`config.mk`:
```
export PLATFORM = sky130hd
export DESIGN_NAME = pwr_startup_seq
export DESIGN_NICKNAME = d
export VERILOG_FILES = /design/src/rtl/pseq_pkg.sv /design/src/rtl/pseq_ee_loader.sv /design/src/rtl/pseq_settle_timer.sv /design/src/rtl/pwr_startup_seq.sv
export SDC_FILE = /design/constraint.sdc
export NUM_CORES = 1
export LEC_CHECK = 0
export BUFFER_PORTS_ARGS = -buffer_cell sky130_fd_sc_hd__buf_4
export CAP_MARGIN = 30
export CORE_MARGIN = 1
export CORE_UTILIZATION = 34
export DETAILED_ROUTE_END_ITERATION = 8
export PLACE_DENSITY = 0.6
export SLEW_MARGIN = 20
export SYNTH_ARGS = -nofsm -noshare
export SYNTH_HDL_FRONTEND = slang
export SYNTH_SLANG_ARGS = --single-unit
```
`constraint.sdc`:
```
create_clock -name clk -period 1.6 [get_ports clk]
set_input_delay 0.32 -clock clk [delete_from_list [all_inputs] [get_ports clk]]
set_output_delay 0.32 -clock clk [all_outputs]
set_load 0.01 [all_outputs]
```
`src/rtl/pseq_pkg.sv`:
```
package pseq_pkg;

  typedef enum logic [1:0] {
    PS_OFF      = 2'b00,
    PS_RSTHOLD  = 2'b01,
    PS_UNINIT   = 2'b10,
    PS_ACTIVE   = 2'b11
  } pstate_e;

  typedef enum logic [1:0] {
    PH_LOAD   = 2'b00,
    PH_SETTLE = 2'b01,
    PH_READY  = 2'b10
  } phase_e;

  typedef enum logic {
    LK_POWER   = 1'b0,
    LK_RELEASE = 1'b1
  } load_kind_e;

  localparam logic [1:0] IND_ON  = 2'b11;
  localparam logic [1:0] IND_OFF = 2'b00;

endpackage

```
`src/rtl/pseq_ee_loader.sv`:
```
module pseq_ee_loader
  import pseq_pkg::*;
(
  input  logic       clk,
  input  logic       srst,
  input  logic       start,
  input  load_kind_e kind_in,
  input  logic       ee_done,
  output logic       ee_req,
  output logic       busy,
  output logic       done_power,
  output logic       done_release
);

  load_kind_e kind_q;
  logic       finish;

  assign finish       = ee_req && ee_done;
  assign busy         = ee_req;
  assign done_power   = finish && (kind_q == LK_POWER);
  assign done_release = finish && (kind_q == LK_RELEASE);

  always_ff @(posedge clk) begin
    if (srst) begin
      ee_req <= 1'b0;
      kind_q <= LK_POWER;
    end else if (finish) begin
      ee_req <= 1'b0;
    end else if (start) begin
      ee_req <= 1'b1;
      kind_q <= kind_in;
    end
  end

  // an open request is held until the reader answers
  a_r3_req_held: assert property (@(posedge clk) disable iff (srst)
    ee_req && !ee_done |=> ee_req);

  // the sequencer never starts a load while one is outstanding
  a_r3_start_when_idle: assert property (@(posedge clk) disable iff (srst)
    start |-> !ee_req);

endmodule

```
`src/rtl/pseq_settle_timer.sv`:
```
module pseq_settle_timer #(
  parameter int SETTLE_CLKS = 512
) (
  input  logic clk,
  input  logic clr,
  input  logic run,
  output logic hit
);

  localparam int CNT_W = $clog2(SETTLE_CLKS) + 1;
  localparam logic [CNT_W-1:0] LAST = CNT_W'(SETTLE_CLKS - 1);

  logic [CNT_W-1:0] cnt_q;

  assign hit = run && (cnt_q == LAST);

  always_ff @(posedge clk) begin
    if (clr) begin
      cnt_q <= '0;
    end else if (run && !hit) begin
      cnt_q <= cnt_q + 1'b1;
    end
  end

  // the count never runs past the last cycle of the window
  a_r7_count_bound: assert property (@(posedge clk) disable iff (clr)
    cnt_q <= LAST);

endmodule

```
`src/rtl/pwr_startup_seq.sv`:
```
module pwr_startup_seq
  import pseq_pkg::*;
#(
  parameter int SETTLE_CLKS = 512
) (
  input  logic       clk,
  input  logic       pwr_good,
  input  logic       bus_rst_n,
  input  logic       cmd_wr,
  input  logic       cmd_mem_en,
  input  logic       cmd_io_en,
  output logic       ee_req,
  input  logic       ee_done,
  input  logic       ee_apm_bit,
  output logic [1:0] pstate,
  output logic       wake_en,
  output logic       bus_drive_en,
  output logic [1:0] pwr_ind
);

  logic       srst;
  pstate_e    state_q;
  phase_e     phase_q;
  logic       ld_busy, ld_done_pwr, ld_done_rel, ld_start;
  load_kind_e ld_kind;
  logic       start_pwr, start_rel, access_req;
  logic       tmr_run, tmr_clr, tmr_hit;

  assign srst       = !pwr_good;
  assign start_pwr  = (state_q == PS_OFF);
  assign start_rel  = (state_q == PS_RSTHOLD) && bus_rst_n && !ld_busy;
  assign ld_start   = start_pwr || start_rel;
  assign ld_kind    = start_rel ? LK_RELEASE : LK_POWER;
  assign access_req = cmd_wr && (cmd_mem_en || cmd_io_en);
  assign tmr_run    = (state_q == PS_UNINIT) && (phase_q == PH_SETTLE);
  assign tmr_clr    = srst || !tmr_run;

  pseq_ee_loader u_loader (
    .clk          (clk),
    .srst         (srst),
    .start        (ld_start),
    .kind_in      (ld_kind),
    .ee_done      (ee_done),
    .ee_req       (ee_req),
    .busy         (ld_busy),
    .done_power   (ld_done_pwr),
    .done_release (ld_done_rel)
  );

  pseq_settle_timer #(.SETTLE_CLKS(SETTLE_CLKS)) u_settle (
    .clk (clk),
    .clr (tmr_clr),
    .run (tmr_run),
    .hit (tmr_hit)
  );

  always_ff @(posedge clk) begin
    if (srst) begin
      state_q      <= PS_OFF;
      phase_q      <= PH_LOAD;
      wake_en      <= 1'b0;
      bus_drive_en <= 1'b0;
      pwr_ind      <= IND_OFF;
    end else begin
      case (state_q)
        PS_OFF: begin
          state_q <= PS_RSTHOLD;
        end
        PS_RSTHOLD: begin
          if (ld_done_pwr) wake_en <= ee_apm_bit;
          if (start_rel) begin
            state_q <= PS_UNINIT;
            phase_q <= PH_LOAD;
            wake_en <= 1'b0;
          end
        end
        PS_UNINIT: begin
          if (!bus_rst_n) begin
            state_q      <= PS_RSTHOLD;
            phase_q      <= PH_LOAD;
            bus_drive_en <= 1'b0;
          end else begin
            case (phase_q)
              PH_LOAD:   if (ld_done_rel) phase_q <= PH_SETTLE;
              PH_SETTLE: if (tmr_hit) begin
                phase_q      <= PH_READY;
                bus_drive_en <= 1'b1;
              end
              PH_READY:  if (access_req) begin
                state_q <= PS_ACTIVE;
                pwr_ind <= IND_ON;
              end
              default:   phase_q <= PH_LOAD;
            endcase
          end
        end
        PS_ACTIVE: begin
          if (!bus_rst_n) begin
            state_q      <= PS_RSTHOLD;
            phase_q      <= PH_LOAD;
            bus_drive_en <= 1'b0;
            pwr_ind      <= IND_OFF;
          end
        end
        default: state_q <= PS_OFF;
      endcase
    end
  end

  assign pstate = state_q;

  // leaving off always opens the power-up load
  a_r2_power_load: assert property (@(posedge clk) disable iff (srst)
    pstate == PS_OFF |=> ee_req && pstate == PS_RSTHOLD);

  // held reset keeps the reset-held state
  a_r5_hold_in_reset: assert property (@(posedge clk) disable iff (srst)
    pstate == PS_RSTHOLD && !bus_rst_n |=> pstate == PS_RSTHOLD);

  // wake stays cleared once the reset has been released
  a_r6_wake_low_after_release: assert property (@(posedge clk) disable iff (srst)
    pstate[1] |-> !wake_en);

  // bus driving only in the two active states
  a_r7_drive_only_active: assert property (@(posedge clk) disable iff (srst)
    bus_drive_en |-> pstate[1]);

  // indicator pins both high exactly when fully active
  a_r8_ind_active: assert property (@(posedge clk) disable iff (srst)
    (pstate == PS_ACTIVE) == (pwr_ind == IND_ON));

  // the fully active state ignores command writes
  a_r9_active_sticky: assert property (@(posedge clk) disable iff (srst)
    pstate == PS_ACTIVE && bus_rst_n |=> pstate == PS_ACTIVE);

  // reset reassertion drops back to the reset-held state
  a_r10_reassert: assert property (@(posedge clk) disable iff (srst)
    pstate[1] && !bus_rst_n |=> pstate == PS_RSTHOLD && !bus_drive_en);

endmodule

```
==> run metrics, run 1 <==
Total Routing Usage GR 0.144; Net Count, Synth 138; Fmax 653 MHz; Via density 5.36; CP arrival 1780 ps; largest net degree at the start of global routing 16; status complete, but fails checks; Flop pwr share 0.456; register area 383 µm²; Fin. Hold Viols 0; antenna cell count 0; mux contribution to synthesized area 0.0473; fin cells 177; EDFF count, synth 0; main combinational cell family by area after synthesis simple AND/OR/NAND/NOR gates; initial drt markers 13; Synth Area in Simple Gates 0.305; hold depth 4; flops & latches, synth 19; Final Routed Wirelength 2230 µm; Critical Path Fanout Max 5; final setup fails 0; Core Rows 19; Mapped Area 1060 µm²; share of post-route cells with drive strength above 1 0.260; # IOs 15; antenna-violating nets left 0; clk root buf clkbuf_4; Tmin final 1530 ps; Core Box Area 2850 µm²; worst hold path class primary input to register; Worst Max-Slew Pin Slew 413 ps; Final period util 0.957; CTS buffer count 3; Comb power frac 0.330; Congestion Overflow GR 0; xor/xnor share of the synthesized area 0.0249; Fin Setup TNS 0 ps; clk slew on worst S/H paths 110 ps; setup ws final 68.1 ps; Ys Warns 0; Synth Area in Adders 0.0710; CTS Buffer Depth 2; critical path type register to register; P_int 0.804 mW; Post-Place Setup Slack 2.17 ps; area of the multi-input gates 657 µm²; Final nets 161; Pre-antenna DRT Iters 6; Max Transition Viols Final 0; Seq/Total Area, Yosys 0.360; H-tree levels 1; relative slew slack 0.722; dominant synthesized flop cell dfxtp_1; Sw Pwr 0.393 mW; Final Wtd Congestion 0.783; # clock sinks 19; Avg Cell Area, Syn 8.53 µm²; global-route wire length before repair 3720 µm; FILL cells 288; total number of vias 949; failing checks design-rule violations; R2R depth 6; Placed Cells 172; Die H 57.8 µm; Crit path required time 1850 ps; Critical Path Start Type register; Die Width 57.8 µm; sw frac 0.329; CTS tree built; CP endpoint kind register; Clock Latency Late Sink 300 ps; vias in the first global route 861; drt wl/cell 12.6 µm; DP HPWL 1690 µm; Die ar. 3340 µm²; Worst IR Drop VDD 367 µV; Clock Skew 2.83 ps; Mapped Cells 124; Initial Utilization 0.371; Yosys cell types 39; drc violations 1; max_cap viols 0; antenna violations before repair 0; Lkg Pwr 0.495 nW; Clk pwr share 0.214; port bufs 14; Area Overhead vs Synth 21.9%; Async SR Flop Fraction 0; Power Density 929 nW/µm²; Synth Area in Compound Gates 0.148
-- cells in the final DEF, fill, tap and decap left out, types with 3 or more instances in the layout --
cell and n:
inv_1 4, o21ai_0 5, nand2_1 14, mux2i_1 5, clkbuf_4 3, nand3_1 5
buf_4 22, and3_1 6, nand2b_1 3, nand4b_1 3, ha_1 4, a21oi_1 4
dfxtp_1 17, nor2_1 11, o211ai_1 3
-- stage by stage --
stage	utilization	hold slack, ps	total power, mW	instance area [µm²]
after floorplan	-	438	0.777	1060
after global placement	0.432	456	0.943	1230
after detailed placement	0.432	459	0.946	1230
after CTS	0.441	304	1.20	1260
after global routing	0.452	312	1.26	1290
final	0.452	301	1.20	1290
-- per-layer routing --
layer,vias up,share of wire,global-route usage
met4,0,0.020,0.0782
li1,491,-,-
met5,-,0,0
met1,441,0.51,0.197
met2,13,0.43,0.209
met3,4,0.038,0.0335
-- Yosys cell counts, types with 2 or more instances --
master / number / area (µm²)
dfxtp_1: 19 / 380
nand3_1: 5 / 25.0
o211ai_1: 3 / 22.5
nand4b_1: 3 / 26.3
o31ai_1: 2 / 15.0
mux2i_1: 5 / 50.1
o21ai_0: 5 / 25.0
nor3_1: 3 / 15.0
inv_1: 5 / 18.8
ha_1: 6 / 75.1
nor3b_1: 2 / 15.0
a21oi_1: 6 / 30.0
nand2_1: 14 / 52.6
nand2b_1: 3 / 18.8
a21boi_0: 2 / 15.0
or4_1: 2 / 15.0
nor2_1: 11 / 41.3
and3_1: 6 / 37.5
xor2_1: 2 / 17.5
-- final cells by class --
cell class | count | share of cell area
inverters | 5 | 0.0146
well taps | 31 | 0.0301
repair buffers | 22 | 0.128
flip-flops and latches | 19 | 0.297
multi-input cells | 96 | 0.510
clock buffers | 4 | 0.0204
-- kinds of logic (layout without fill, tap and decap cells) --
family / count (synthesis) / after routing
AOI/OAI and AO/OA: 24 / 24
xor gates and xnor gates: 3 / 3
adders and majority gates: 6 / 6
buffers and inverters: 9 / 31
DFF: 19 / 19
muxes: 5 / 5
and+or+nand+nor: 58 / 58
-- power by group through the flow --
stage / registers [mW] / clock network (mW) / logic (mW)
after detailed placement: 0.556 / 0 / 0.390
after global routing: 0.550 / 0.275 / 0.440
final: 0.547 / 0.256 / 0.395
after floorplan: 0.570 / 0 / 0.208
after global placement: 0.552 / 0 / 0.391
after CTS: 0.544 / 0.258 / 0.394
-- repair_timing --
action,in CTS,in global routing
hold buffers,0,0
setup buffers,0,1
gates resized for setup,1,7
pin swaps,0,3
endpoints found under the setup margin,2,6
-- registers in the layout (all words and copies together), names as in the netlist --
name             flops
bus_drive_en         1
pstate               2
wake_en              1
pwr_ind              1
u_loader.busy        1
u_loader.kind_q      1
phase_q              2
u_settle.cnt_q      10
-- worst max-delay path, cell delays in order, from the launching register on --
cell,delay (ps)
dfxtp_2,340
inv_2,70
ha_2,170
and3b_2,240
nand3_4,100
or4_4,430
a21oi_2,130
-- worst paths after layout --
path	startpoint	endpoint	slack [ps]
worst min register to register	u_settle.cnt_q[9]	u_settle.cnt_q[9]	470
worst min-delay path	ee_done	u_loader.busy	300
worst max-delay path	pstate[0]	u_settle.cnt_q[5]	70
worst max register to register	pstate[0]	u_settle.cnt_q[5]	70
(Power assumes the default switching activity.)
==> run 2, diff against run 1 <==
- HOLD_SLACK_MARGIN: default -> 0.05
- PLACE_DENSITY: 0.6 -> 0.58
- clock period: 1.6 -> 1.65 ns (I/O delays scaled with it)
==> run 2 against run 1 <==
  * The run still ends with design-rule violations left
  * Worst hold slack improved by 2.3 ps
  * Clock power fell by 3%
  * Largest power group unchanged
  * Critical path depth did not move
  * Core utilization rose by 0.66 points
  * Total power fell by 2.1%
  * Register-to-register slack barely moved
  * Sequential share of layout area fell by 0.23 points
  * First-iteration DRC count rose to 3.4 times the previous value
  * Die area did not move
  * Via count fell by 1.2%
  * Non-clock buffer count did not move
==> run metrics, run 2 (synthesis results as in run 1) <==
relative slew slack 0.767 (+0.0449); initial drt markers 44 (+31); Initial Utilization 0.371 (unchanged); CTS tree built; Final Wtd Congestion 0.784 (+0.23%); Core Rows 19 (unchanged); Area Overhead vs Synth 23.7%; fin area 1310 µm² (+1.5%); Tmin final 1570 ps (+40.4 ps); register name with the most flops u_settle.cnt_q; Crit path required time 1890 ps (+40 ps); sw frac 0.329 (+0.000453); CTS buffer count 3 (unchanged); Top Metal Used met4; met2 wire length 941 µm (-2.9%); Hold Buf Count CTS 0 (unchanged); drt wl/cell 12.4 µm (-1.4%); Final Routed Wirelength 2200 µm (-1.4%); Critical Path Fanout Max 5 (unchanged); worst path cell trace inv_2 -> ha_4 -> and3b_2 -> nand3_4 -> or4_4 -> a21oi_2; unrepaired setup endpoints after global routing false; Worst IR Drop VDD 480 µV (+31%); antenna violations before repair 0 (unchanged); # IOs 15 (unchanged); worst hold path class primary input to register; clk root buf clkbuf_4; Clock Latency Late Sink 300 ps (about the same); DRT met1 WL 1160 µm (+2.4%); Critical Path Start Type register; setup ws final 77.7 ps (+9.59 ps); drc violations 2 (+1); Largest register FFs 10 (unchanged); Placed Area 1210 µm² (-1.5%); CTS Buffer Depth 2 (unchanged); Die ar. 3340 µm² (unchanged); status complete, but fails checks; Comb power frac 0.327 (-0.003); antenna cell count 0 (unchanged); Pre-antenna DRT Iters 6 (unchanged); Total Routing Usage GR 0.144 (+0.000203); hold_ws 303 ps (+2.29 ps); DP HPWL 1600 µm (-5.4%); Fin. Hold Viols 0 (unchanged); clk slew on worst S/H paths 120 ps (about the same); Congestion Overflow GR 0 (unchanged); largest net degree at the start of global routing 16 (unchanged); Worst Max-Slew Pin Slew 348 ps (-64.9 ps); final setup fails 0 (unchanged); total number of vias 938 (-1.2%); failing checks design-rule violations; antenna-violating nets left 0 (unchanged); Sw Pwr 0.386 mW (-2.0%); global-route wire length before repair 3740 µm (+0.54%); Max Transition Viols Final 0 (unchanged); Tot Pwr 1.17 mW (-2.1%); share of post-route cells with drive strength above 1 0.267 (+0.00685); Flop pwr share 0.460 (+0.004); max incr delay on CP 430 ps (about the same); Fmax 636 MHz (-2.6%); Post-Place Setup Slack 6.75 ps (+4.59 ps); Die Width 57.8 µm (unchanged); most frequent cells in the layout buf_4, dfxtp_1, nand2_1; worst path bufs/invs 1 (unchanged); P_int 0.786 mW (-2.2%); vias in the first global route 845 (-1.9%); CP max-delay cell or4_4; Power Density 896 nW/µm² (-3.5%); Clk pwr share 0.213 (about the same); commonest non-fill, non-tap cell in the layout buf_4; Clock Skew 5.67 ps (+2.84 ps); Via density 5.30 (-1.2%); CP arrival 1810 ps (+30 ps); Die H 57.8 µm (unchanged); critical path type register to register; CP endpoint kind register; CP delay by family, top simple AND/OR/NAND/NOR gates; H-tree levels 1 (unchanged); routed wl met3 55 µm (-35%); Final period util 0.953 (-0.00452); # clock sinks 19 (unchanged); Fin Setup TNS 0 ps (unchanged); Core Box Area 2850 µm² (unchanged); port bufs 14 (unchanged); Final nets 161 (unchanged); Lkg Pwr 0.496 nW (about the same); max_cap viols 0 (unchanged)
==> run 2: cell types whose count changed in the layout (fill, tap and decap cells not counted) <==
| cell | delta |
|---|---|
| a21oi_2 | +1 |
| a21oi_1 | -1 |
| o21ai_0 | -1 |
| o21ai_1 | +1 |
| dfxtp_4 | +1 |
| or4_4 | -1 |
| nor4_2 | +1 |
| or4_1 | +1 |
| ha_2 | -1 |
| ha_4 | +1 |
| dfxtp_2 | -1 |
| nor4_1 | -1 |
==> run 2: final timing paths <==
path	start	endpoint	slack (ps)	cells past startpoint
min	ee_done	u_loader.busy	300	4
max reg2reg	pstate[0]	u_settle.cnt_q[7]	80	6
min reg2reg	u_settle.cnt_q[9]	u_settle.cnt_q[9]	470	2
max	pstate[0]	u_settle.cnt_q[7]	80	6
==> run 2: metrics by stage <==
step           instances  utilization
2_1_floorplan        124            -
3_3_place_gp         170        0.425
3_5_place_dp         170        0.425
4_1_cts              174        0.436
5_1_grt              177        0.458
6_report             177        0.458
==> run 2: worst register-to-register path: stages (launching register included) <==
cell and delay (ps):
dfxtp_4 370, inv_2 80, ha_4 140, and3b_2 230, nand3_4 110, or4_4 430
a21oi_2 150
==> run 2: per-layer routing <==
metal / track usage / up-vias
met3: 0.0223 / 5
met2: 0.214 / 10
met4: 0.0714 / 0
met1: 0.203 / 432
li1: - / 491
met5: 0 / -
==> run 2: power by group through the flow <==
stage,logic (mW),registers [mW],clock network (mW)
after floorplan,0.200,0.551,0
final,0.384,0.539,0.249
after CTS,0.354,0.535,0.266
after detailed placement,0.349,0.545,0
after global routing,0.430,0.544,0.280
after global placement,0.352,0.543,0
==> run 2: what timing repair did <==
item	CTS	global route
pin swaps	0	2
resized for setup	2	12
cloned	0	0
setup buffers	0	3
setup endpoints to repair	3	8
==> run 2: area by class of cell <==
class                   count  area, µm²
repair buffers             22        165
multi-input cells          96        673
fillers                   278       1550
flip-flops and latches     19        385
inverters                   5       18.8
well taps                  31       38.8
clock buffers               4       26.3
==> run 3, diff against run 2 <==
- CORE_ASPECT_RATIO: default -> 0.6
- PLACE_DENSITY: 0.58 -> default
- SETUP_SLACK_MARGIN: default -> 0.5
==> run 3 against run 2 <==
  * The flow now finishes without violations
  * Worst setup slack improved by 65 ps
  * Global-route usage rose by 2.9 points
  * Sequential share of layout area fell by 4.3 points
  * Critical path depth rose by 1
  * Critical endpoint is now u_settle.cnt_q[8]
  * Largest cell class unchanged
  * Highest routed layer unchanged
==> run metrics, run 3 (synthesis results as in run 1) <==
Area Overhead vs Synth 48.2%; M2 GR Usage 0.231 (+0.0166); FILL cells 277 (-0.36%); clk root buf clkbuf_8; CTS tree built; Initial Utilization 0.363 (-0.00717); H-tree levels 1 (unchanged); largest net degree at the start of global routing 16 (unchanged); Die ar. 3340 µm² (+0.22%); Total Routing Usage GR 0.173 (+0.0286); Worst Max-Slew Pin Slew 327 ps (-21.1 ps); Fin. Hold Viols 0 (unchanged); CP endpoint kind register; antenna cell count 0 (unchanged); Max Transition Viols Final 0 (unchanged); global-route wire length before repair 4230 µm (+13%); register area 394 µm² (+2.3%); Via density 5.18 (-2.2%); Final period util 0.913 (-0.0397); CTS buffer count 3 (unchanged); Pre-antenna DRT Iters 4 (-2); DP HPWL 1890 µm (+19%); Flop pwr share 0.397 (-0.063); Hold Buf Count CTS 0 (unchanged); Die Width 74.0 µm (+28%); Critical Path Fanout Max 4 (-1); worst hold path class primary input to register; max_cap viols 0 (unchanged); Lkg Pwr 0.606 nW (+22%); Final Routed Wirelength 2740 µm (+25%); drt wl/cell 13.8 µm (+11%); CP max-delay cell dfxtp_4; relative slew slack 0.780 (+0.0133); met3 Use GR 0.0491 (+0.0268); Core Box Area 2910 µm² (+2.0%); antenna-violating nets left 0 (unchanged); sw frac 0.330 (+0.000735); most frequent cells in the layout buf_4, dfxtp_1, nand2_1; Fin Setup TNS 0 ps (unchanged); max incr delay on CP 350 ps (-80 ps); Congestion Overflow GR 0 (unchanged); Placed Area 1280 µm² (+5.4%); drc violations 0 (-2); initial drt markers 41 (-6.8%); Power Density 873 nW/µm² (-2.6%); CP arrival 1700 ps (-110 ps); area of the multi-input gates 790 µm² (+17%); vias in the first global route 911 (+7.8%); register name with the most flops u_settle.cnt_q; # clock sinks 19 (unchanged); fin area 1570 µm² (+20%); # IOs 15 (unchanged); commonest non-fill, non-tap cell in the layout buf_4; port bufs 14 (unchanged); final setup fails 0 (unchanged); Crit path required time 1850 ps (-40 ps); Tmin final 1510 ps (-65.5 ps); share of post-route cells with drive strength above 1 0.459 (+0.191); Critical Path Start Type register; busiest layer in global routing met1; antenna violations before repair 0 (unchanged); P_int 0.916 mW (+17%); Final nets 172 (+6.8%); critical path type register to register; clk slew on worst S/H paths 80 ps (-40 ps); worst path cell trace inv_4 -> ha_4 -> and3b_2 -> buf_6 -> o211ai_1 -> or3_1 -> a21oi_2; Core Rows 15 (-4); Comb power frac 0.364 (+0.037); unrepaired setup endpoints after global routing true; CTS Buffer Depth 2 (unchanged); Final Wtd Congestion 0.779 (-0.68%); Worst IR Drop VDD 446 µV (-7.1%); Die H 45.2 µm (-22%); Fmax 664 MHz (+4.3%); met1 GRT Util 0.254 (+0.0507); Sw Pwr 0.451 mW (+17%); Clock Latency Late Sink 260 ps (-40 ps); Largest register FFs 10 (unchanged); Clock Skew 6.26 ps (+0.595 ps); total number of vias 1031 (+9.9%); Clk pwr share 0.239 (+0.026); status finished, final reports clean
run 3: changes by cell type in the layout (fill, tap and decap cells not counted), moves of 3 or more:
cell and delta:
dfxtp_1 -5, dfxtp_2 +4, buf_6 +4, o21ai_2 +3, ha_4 +3, nand2_1 -3, clkbuf_8 +3, clkbuf_4 -3
buf_4 +7
run 3: cell type report:
cell class                 instances  share of cell area
sequential                        19               0.252
clock buffer                       3              0.0264
timing repair buffer              33               0.168
tap                               42              0.0335
clock inverter                     1             0.00319
inverter                           5              0.0136
multi-input combinational         96               0.504
run 3: critical path: cells and delay by family, from the launching register on:
kind | cells | cell delay (ps)
compound gates | 2 | 230
fa+ha+maj | 1 | 120
buf+inv | 2 | 170
flops | 1 | 350
simple gates | 2 | 590
run 3: power by group through the flow:
stage                     clock network [mW]  registers (mW)  logic [mW]
after floorplan                            0           0.567       0.224
after global placement                     0           0.558       0.342
after detailed placement                   0           0.563       0.352
after CTS                              0.340           0.541       0.452
after global routing                   0.359           0.548       0.541
final                                  0.327           0.543       0.498
run 3: metal layers:
layer / share of wire / up-vias
met3: 0.038 / 6
met2: 0.41 / 29
met5: 0 / -
met4: 0.020 / 0
met1: 0.53 / 480
li1: - / 516
run 3: final timing paths:
| path | slack [ps] | to | depth (start not counted) | from |
|---|---|---|---|---|
| worst max-delay path | 140 | u_settle.cnt_q[8] | 7 | pstate[0] |
| worst max register to register | 140 | u_settle.cnt_q[8] | 7 | pstate[0] |
| worst min register to register | 480 | bus_drive_en | 2 | bus_drive_en |
| worst min-delay path | 360 | u_loader.busy | 4 | ee_done |
run 3: what timing repair did:
item                       CTS  global route
pin swaps                    9             9
setup endpoints to repair   18            22
resized for setup           21            19
setup buffers               11             1
run 3: through the flow:
step | hold slack [ps] | worst slack (ps) | power, mW | cells | utilization
global placement | 462 | 103 | 0.899 | 183 | 0.439
global route | 364 | 98.4 | 1.45 | 199 | 0.538
detailed placement | 470 | 47.1 | 0.915 | 183 | 0.439
CTS | 355 | 131 | 1.33 | 198 | 0.511
floorplan | 438 | 170 | 0.791 | 124 | -
finish | 355 | 143 | 1.37 | 199 | 0.538
